[src/rtl/polled_byte_ctrl.sv]
module polled_byte_ctrl #(
  parameter int DW = 8,
  parameter logic [DW-1:0] WRITE_CODE = 'h01
) (
  input  logic          clk,
  input  logic          rst_n,
  input  logic          bus_wr,
  input  logic [1:0]    bus_addr,
  input  logic [DW-1:0] bus_wdata,
  output logic [DW-1:0] bus_rdata,
  output logic [DW-1:0] dev_data,
  output logic          dev_valid,
  input  logic          dev_ready
);

  localparam logic [1:0] A_STAT = 2'd0;
  localparam logic [1:0] A_CMD  = 2'd1;
  localparam logic [1:0] A_DATA = 2'd2;

  typedef enum logic [2:0] {S_IDLE, S_DECODE, S_SEND, S_DROP_ERR, S_DROP_BUSY} state_t;

  state_t        state;
  logic          busy, cmd_ready, err, overrun;
  logic [DW-1:0] cmd_q, data_q;

  wire wr_stat = bus_wr && bus_addr == A_STAT;
  wire wr_reg  = bus_wr && (bus_addr == A_CMD || bus_addr == A_DATA);
  wire [DW-1:0] stat_word = DW'({overrun, err, cmd_ready, busy});

  always_comb begin
    case (bus_addr)
      A_STAT:  bus_rdata = stat_word;
      A_CMD:   bus_rdata = cmd_q;
      A_DATA:  bus_rdata = data_q;
      default: bus_rdata = '0;
    endcase
  end

  assign dev_data = data_q;

  always_ff @(posedge clk) begin
    if (!rst_n) begin
      state     <= S_IDLE;
      busy      <= 1'b0;
      cmd_ready <= 1'b0;
      err       <= 1'b0;
      overrun   <= 1'b0;
      cmd_q     <= '0;
      data_q    <= '0;
      dev_valid <= 1'b0;
    end else begin
      if (busy) begin
        if (wr_reg) overrun <= 1'b1;
      end else begin
        if (bus_wr && bus_addr == A_CMD)  cmd_q  <= bus_wdata;
        if (bus_wr && bus_addr == A_DATA) data_q <= bus_wdata;
        if (wr_stat && bus_wdata[1]) cmd_ready <= 1'b1;
        if (wr_stat && bus_wdata[3]) overrun   <= 1'b0;
      end
      case (state)
        S_IDLE:
          if (cmd_ready) begin
            busy  <= 1'b1;
            state <= S_DECODE;
          end
        S_DECODE:
          if (cmd_q == WRITE_CODE) begin
            dev_valid <= 1'b1;
            state     <= S_SEND;
          end else begin
            err       <= 1'b1;
            cmd_ready <= 1'b0;
            state     <= S_DROP_BUSY;
          end
        S_SEND:
          if (dev_ready) begin
            dev_valid <= 1'b0;
            cmd_ready <= 1'b0;
            state     <= S_DROP_ERR;
          end
        S_DROP_ERR: begin
          err   <= 1'b0;
          state <= S_DROP_BUSY;
        end
        S_DROP_BUSY: begin
          busy  <= 1'b0;
          state <= S_IDLE;
        end
        default: state <= S_IDLE;
      endcase
    end
  end

  p_busy_after_ready_r3: assert property (@(posedge clk) disable iff (!rst_n)
    $rose(busy) |-> $past(cmd_ready));

  p_valid_inside_busy_r4: assert property (@(posedge clk) disable iff (!rst_n)
    dev_valid |-> busy);

  p_hold_until_ready_r4: assert property (@(posedge clk) disable iff (!rst_n)
    dev_valid && !dev_ready |=> dev_valid && $stable(dev_data));

  p_ready_drops_first_r5: assert property (@(posedge clk) disable iff (!rst_n)
    $fell(cmd_ready) |-> busy);

  p_busy_drops_last_r5: assert property (@(posedge clk) disable iff (!rst_n)
    $fell(busy) |-> !cmd_ready && !dev_valid);

  p_bad_code_no_xfer_r6: assert property (@(posedge clk) disable iff (!rst_n)
    dev_valid |-> cmd_q == WRITE_CODE);

  p_locked_regs_r7: assert property (@(posedge clk) disable iff (!rst_n)
    busy && wr_reg |=> overrun && $stable(cmd_q) && $stable(data_q));

endmodule

[config.mk]
export PLATFORM = sky130hd
export DESIGN_NAME = polled_byte_ctrl
export DESIGN_NICKNAME = d
export VERILOG_FILES = /design/src/rtl/polled_byte_ctrl.sv
export SDC_FILE = /design/constraint.sdc
export NUM_CORES = 1
export LEC_CHECK = 0
export CORE_UTILIZATION = 42
export DETAILED_ROUTE_END_ITERATION = 10
export PLACE_DENSITY = 0.71
export SYNTH_ARGS = -nofsm -noshare
export SYNTH_HDL_FRONTEND = slang
export SYNTH_SLANG_ARGS = --single-unit
[constraint.sdc]
create_clock -name clk -period 1.4 [get_ports clk]
set_input_delay 0.35 -clock clk [delete_from_list [all_inputs] [get_ports clk]]
set_output_delay 0.35 -clock clk [all_outputs]
set_load 0.02 [all_outputs]
# Word-level counts from Yosys, hierarchy flattened
# Index checks and enable logic that the tools add are counted.
totals:
  register_bits: 24
  in_bits: 14
  output_inout_bits: 17
  elab_cells: 61
classes:
  n_eq_ne: 12
  n_mux: 20
  bitwise: 1
  n_reduce_logical: 20
op_table:
  columns: ["op", "count"]
  rows:
  - ["$pmux W8 S3", 1]
  - ["$pmux W3 S4", 1]
  - ["$reduce_and A2 Y1", 6]
  - ["$mux W1", 11]
  - ["$mux W3", 3]
  - ["$eq A8 B1 Y1 const B", 1]
  - ["$ne A2 B2 Y1 const B", 4]
  - ["$pmux W1 S2", 4]
  - ["$reduce_bool A2 Y1", 4]
  - ["$eq A3 B2 Y1 const B", 2]
  - ["$logic_and A1 B1 Y1", 6]
  - ["$eq A3 B1 Y1 const B", 1]
  - ["$eq A3 B3 Y1 const B", 1]
  - ["$logic_not A3 Y1", 1]
  - ["$reduce_and A3 Y1", 1]
  - ["$eq A2 B1 Y1 const B", 1]
  - ["$eq A2 B2 Y1 const B", 1]
  - ["$logic_not A2 Y1", 1]
  - ["$ne A2 B1 Y1 const B", 1]
  - ["$logic_or A1 B1 Y1", 1]
  - ["$not A1 Y1", 1]

# Depth between registers and ports, before layout
logic_depth:
  word_depth: 7
  depth_mapped: 7
  depth_no_buf: 5

# Worst setup path before layout
# Ideal clock, no wire load.
synth_timing:
  path_type: "in2out"
  start: "input port bus_addr[1]"
  end: "output port bus_rdata[1]"
  arrival_time_ns: 1.166
  required_ns: 1.050
  path_slack_ns: -0.116
  cell_stages: 5
  path_buffers: 1
  cell_sequence: "inv_1 > ha_1 > buf_2 > a222oi_1 > nor2_1"
synth_between:
  elab_chain_len: 2
  elab_cells_between_ends: 4
  classes_between: "eq/ne: 2; mux: 1; reduce/logical: 1"
synth_lines:
  columns: ["element", "line", "text"]
  rows:
  - ["from (decl)", "8", "input logic [1:0] bus_addr,"]
  - ["$eq A2 B2 Y1 (tied with other cells)", "31", "case (bus_addr)"]
  - ["$pmux W8 S3 *", "31", null]
  - ["to (decl)", "10", "output logic [DW-1:0] bus_rdata,"]
# Every way passes the cells marked *; elsewhere a longest branch is shown, timed or not.

# Final worst setup path
layout_timing:
  start: "input port bus_addr[0]"
  end: "output port bus_rdata[4]"
# The elaborated chain is that of the path after synthesis.

==> summary.log <==
qor: cells_and_area.final_design_area_no_fill 1740 µm²
qor: power_and_ir_drop.combinational_power_share 21.2%
qor: global_route.grtUsageMet1 26.6%
qor: routing.dr_vias 1068
qor: power_and_ir_drop.internal-power 0.000950 W
qor: run_status.failed_checks setup timing
qor: timing.setup-violations-final 8
qor: logic_synthesis.yosys_register_bits 24
qor: setup_path.top_family_by_delay_on_critical_path buffers and inverters
qor: setup_path.path_buf_inv 4
qor: power_and_ir_drop.irDropWorstVdd 0.000550 V
qor: timing.finalMaxSlewViolations 0
qor: setup_path.critical_path.endpoint_type output port
qor: global_route.grt_antenna_before_repair 0
qor: cells_and_area.number_of_antenna_cells_inserted 0
qor: die.initial_cell_density_of_the_core 45.0%
qor: timing.finalWorstPathRequiredPeriod 1660 ps
qor: clock_network.cts_inserted_buffers 3
qor: setup_path.cell_by_cell_listing_of_the_critical_path buf_8 -> buf_6 -> ha_4 -> buf_4 -> a22oi_2 -> nor2_1 -> buf_4
qor: setup_path.critPathMaxStageDelay 180 ps
qor: min_path.hp-class reg2reg
qor: run_status.run_status complete, but fails checks
qor: die.core_box_area 2520 µm²
qor: global_route.grt_most_used_layer met2
qor: die.placement_rows 18
qor: die.die_y 54.0 µm
qor: global_route.globalRouteMet2Util 37.2%
qor: cells_and_area.final.fill_count 202
qor: clock_network.worst_skew_pair.late_latency 300 ps
qor: global_route.global_route.usage.met3 3.67%
qor: power_and_ir_drop.clockPowerShare 22.8%
qor: global_route.grt_start_max_net_pins 16
qor: setup_path.path_common_cell buf_4
qor: cells_and_area.areaGrowthSynthToFinish 52.9%
qor: placement.gpl.final_weighted_congestion 0.762
qor: routing.number_of_nets_with_antenna_violations_after_detailed_routing 0
qor: timing.report.final.hold_viol_count 0
qor: logic_synthesis.postSynthNetCount 135
qor: global_route.first_global_vias 1007
qor: clock_network.max-clock-path-buffers 2
qor: power_and_ir_drop.share_seq_of_total_power 56.0%
qor: global_route.globalRouteOverflowTotal 0
qor: logic_synthesis.synthesis.area 1130 µm²
qor: setup_path.required 1050 ps
qor: cells_and_area.drive_gt1_share 40.6%
qor: routing.detail_route.wl_per_cell 14.5 µm
qor: setup_path.crit_fanout 6
qor: die.die_w 54.0 µm
qor: timing.slew_headroom 72.2%
qor: setup_path.worst_ep_arrival 1310 ps
qor: timing.grt_setup_unrepaired yes
qor: placement.placed_area 1700 µm²
qor: placement.hpwlAfterDp 2.16 mm
qor: cells_and_area.final_net_count 190
qor: timing.worst_slew_pin_slew 417 ps
qor: routing.drcViolationCount 0
qor: clock_network.cts.sinks 24
qor: timing.setup_ws -261 ps
qor: die.ios 31
qor: timing.post-route-period-util 119%
qor: power_and_ir_drop.power.switching 0.000331 W
qor: logic_synthesis.synth_cell_type_count 29
qor: logic_synthesis.synth_cells 117
qor: power_and_ir_drop.power.switching_fraction 25.9%
qor: timing.finClkSkew 1.17 ps
qor: placement.place.port_buffers 30
qor: routing.drt_iter0_drc 22
qor: logic_synthesis.yosys_warnings 0
qor: placement.dpl_worst_slack -1160 ps
qor: power_and_ir_drop.cellPowerDensity 738 nW/µm²
qor: clock_network.clk_pin_slew_worst_paths 120 ps
qor: job.drv_cap 0
qor: die.floorplan.die_area 2910 µm²
qor: clock_network.cts-htree-levels 1
qor: setup_path.worst_setup_path_start_kind input port
qor: power_and_ir_drop.p_leak 0.827 nW
qor: timing.fmaxAchievable 0.602 GHz
qor: setup_path.crit_type in2out
qor: clock_network.clock_tree.root_cell clkbuf_4
qor: routing.drt_pass1_iterations 4
qor: routing.wirelength 2.91 mm
qor: routing.avgViaCountPerCell 5.34
qor: global_route.grtUsageTotal 22.0%
qor: clock_network.cts_tree yes
qor: logic_synthesis.syn_avg_cell_area 9.70 µm²
qor: global_route.grt_pass1_wl 4.50 mm
qor: setup_path.critical-path-slowest-cell buf_4
qor: timing.holdWs 486 ps
qor: logic_synthesis.fraction_of_the_yosys_area_taken_by_sequential_cells 42.3%
## placed cells by master, fill, tap and decap left out, types with 3 or more instances in the layout
cell             count
ha_4                 3
buf_4               29
a21oi_1              4
nor2_1              21
dfxtp_2              6
clkdlybuf4s50_1     11
a22oi_2              4
nor2_2               4
a222oi_1             4
clkbuf_4             3
mux2i_1             17
buf_2                6
nand2b_1             3
nand3b_1             4
dfxtp_1             18
buf_6                5
## path summary, 6_finish.rpt
| kind | startpoint | to | slack [ps] | depth (start not counted) |
|---|---|---|---|---|
| min | dev_valid | dev_valid | 490 | 2 |
| min reg2reg | dev_valid | dev_valid | 490 | 2 |
| max reg2reg | cmd_q[4] | err | 150 | 4 |
| max | bus_addr[0] | bus_rdata[4] | -260 | 7 |
## synth_stat cells
cell type / n / area share, %
nand2_1: 2 / 0.66
o211a_1: 1 / 0.88
a21boi_1: 1 / 0.66
nor4_4: 1 / 1.9
o22ai_1: 1 / 0.55
inv_1: 2 / 0.66
nand2b_1: 3 / 1.7
nand3b_1: 4 / 2.6
nor3_1: 2 / 0.88
nand4b_1: 1 / 0.77
a22oi_1: 4 / 2.6
a211oi_1: 1 / 0.66
clkbuf_1: 1 / 0.33
buf_2: 3 / 1.3
buf_4: 2 / 1.3
clkinv_1: 1 / 0.33
a222oi_1: 4 / 3.5
dfxtp_1: 24 / 42
buf_1: 1 / 0.33
and2b_1: 1 / 0.66
nor2_1: 25 / 8.3
and4b_1: 2 / 1.8
o21ai_0: 2 / 0.88
mux2i_1: 17 / 15
a31oi_1: 1 / 0.55
nor2b_1: 1 / 0.55
nor4b_4: 1 / 2.1
ha_1: 4 / 4.4
a21oi_1: 4 / 1.8
## routing by layer
metal | vias to the layer above | share of wire, %
li1 | 527 | -
met1 | 510 | 44
met2 | 27 | 50
met3 | 4 | 4.1
met4 | 0 | 1.8
met5 | - | 0
## logic make-up after synthesis
family	after synthesis	share of synthesized area (%)
flip-flops	24	42.3
AO/OA/AOI/OAI	19	12.1
adder cells (fa/ha/maj)	4	4.41
AND/OR/NAND/NOR	43	21.8
multiplexers	17	15.0
buffers and inverters	10	4.30
## power groups by stage
stage | sequential, W | combinational, W | clock [W]
finish | 0.000718 | 0.000272 | 0.000291
floorplan | 0.000745 | 0.000107 | 0
CTS | 0.000716 | 0.000270 | 0.000297
global placement | 0.000730 | 0.000260 | 0
detailed placement | 0.000731 | 0.000265 | 0
global route | 0.000721 | 0.000291 | 0.000332
## area by class of cell
class	count	area, µm²	share of cell area, %
Timing Repair Buffer	57	490	28.3
Tap cell	30	37.5	2.16
Sequential cell	24	488	28.1
Inverter	3	23.8	1.37
Multi-Input combinational cell	83	673	38.8
Clock buffer	3	22.5	1.30
## state kept, by name (all words and copies together) (netlist names)
| signal | count |
|---|---|
| cmd_q | 8 |
| dev_data | 8 |
| state | 3 |
| busy | 1 |
| cmd_ready | 1 |
| dev_valid | 1 |
| err | 1 |
| overrun | 1 |
## stage by stage
stage               util [%]  TNS (ps)  total power, W  instances
floorplan                  -     -43.9        0.000852        117
global placement        67.2    -16350        0.000990        196
detailed placement      67.2    -17160        0.000996        196
CTS                     68.9     -1860         0.00128        199
global route            68.8     -2370         0.00134        200
finish                  68.8     -1980         0.00128        200
## what timing repair did
action	CTS	global route
gates resized for setup	81	21
setup buffers	1	1
pin swaps	9	3
setup endpoints to repair	34	17
hold buffers	0	0
## worst reg2reg max path: stages (launching register included)
cell and delay [ps]:
dfxtp_1 340, buf_4 140, nor4_4 340, a21boi_1 120, o211a_1 210
Note: power is estimated with default switching activity, not from simulation.
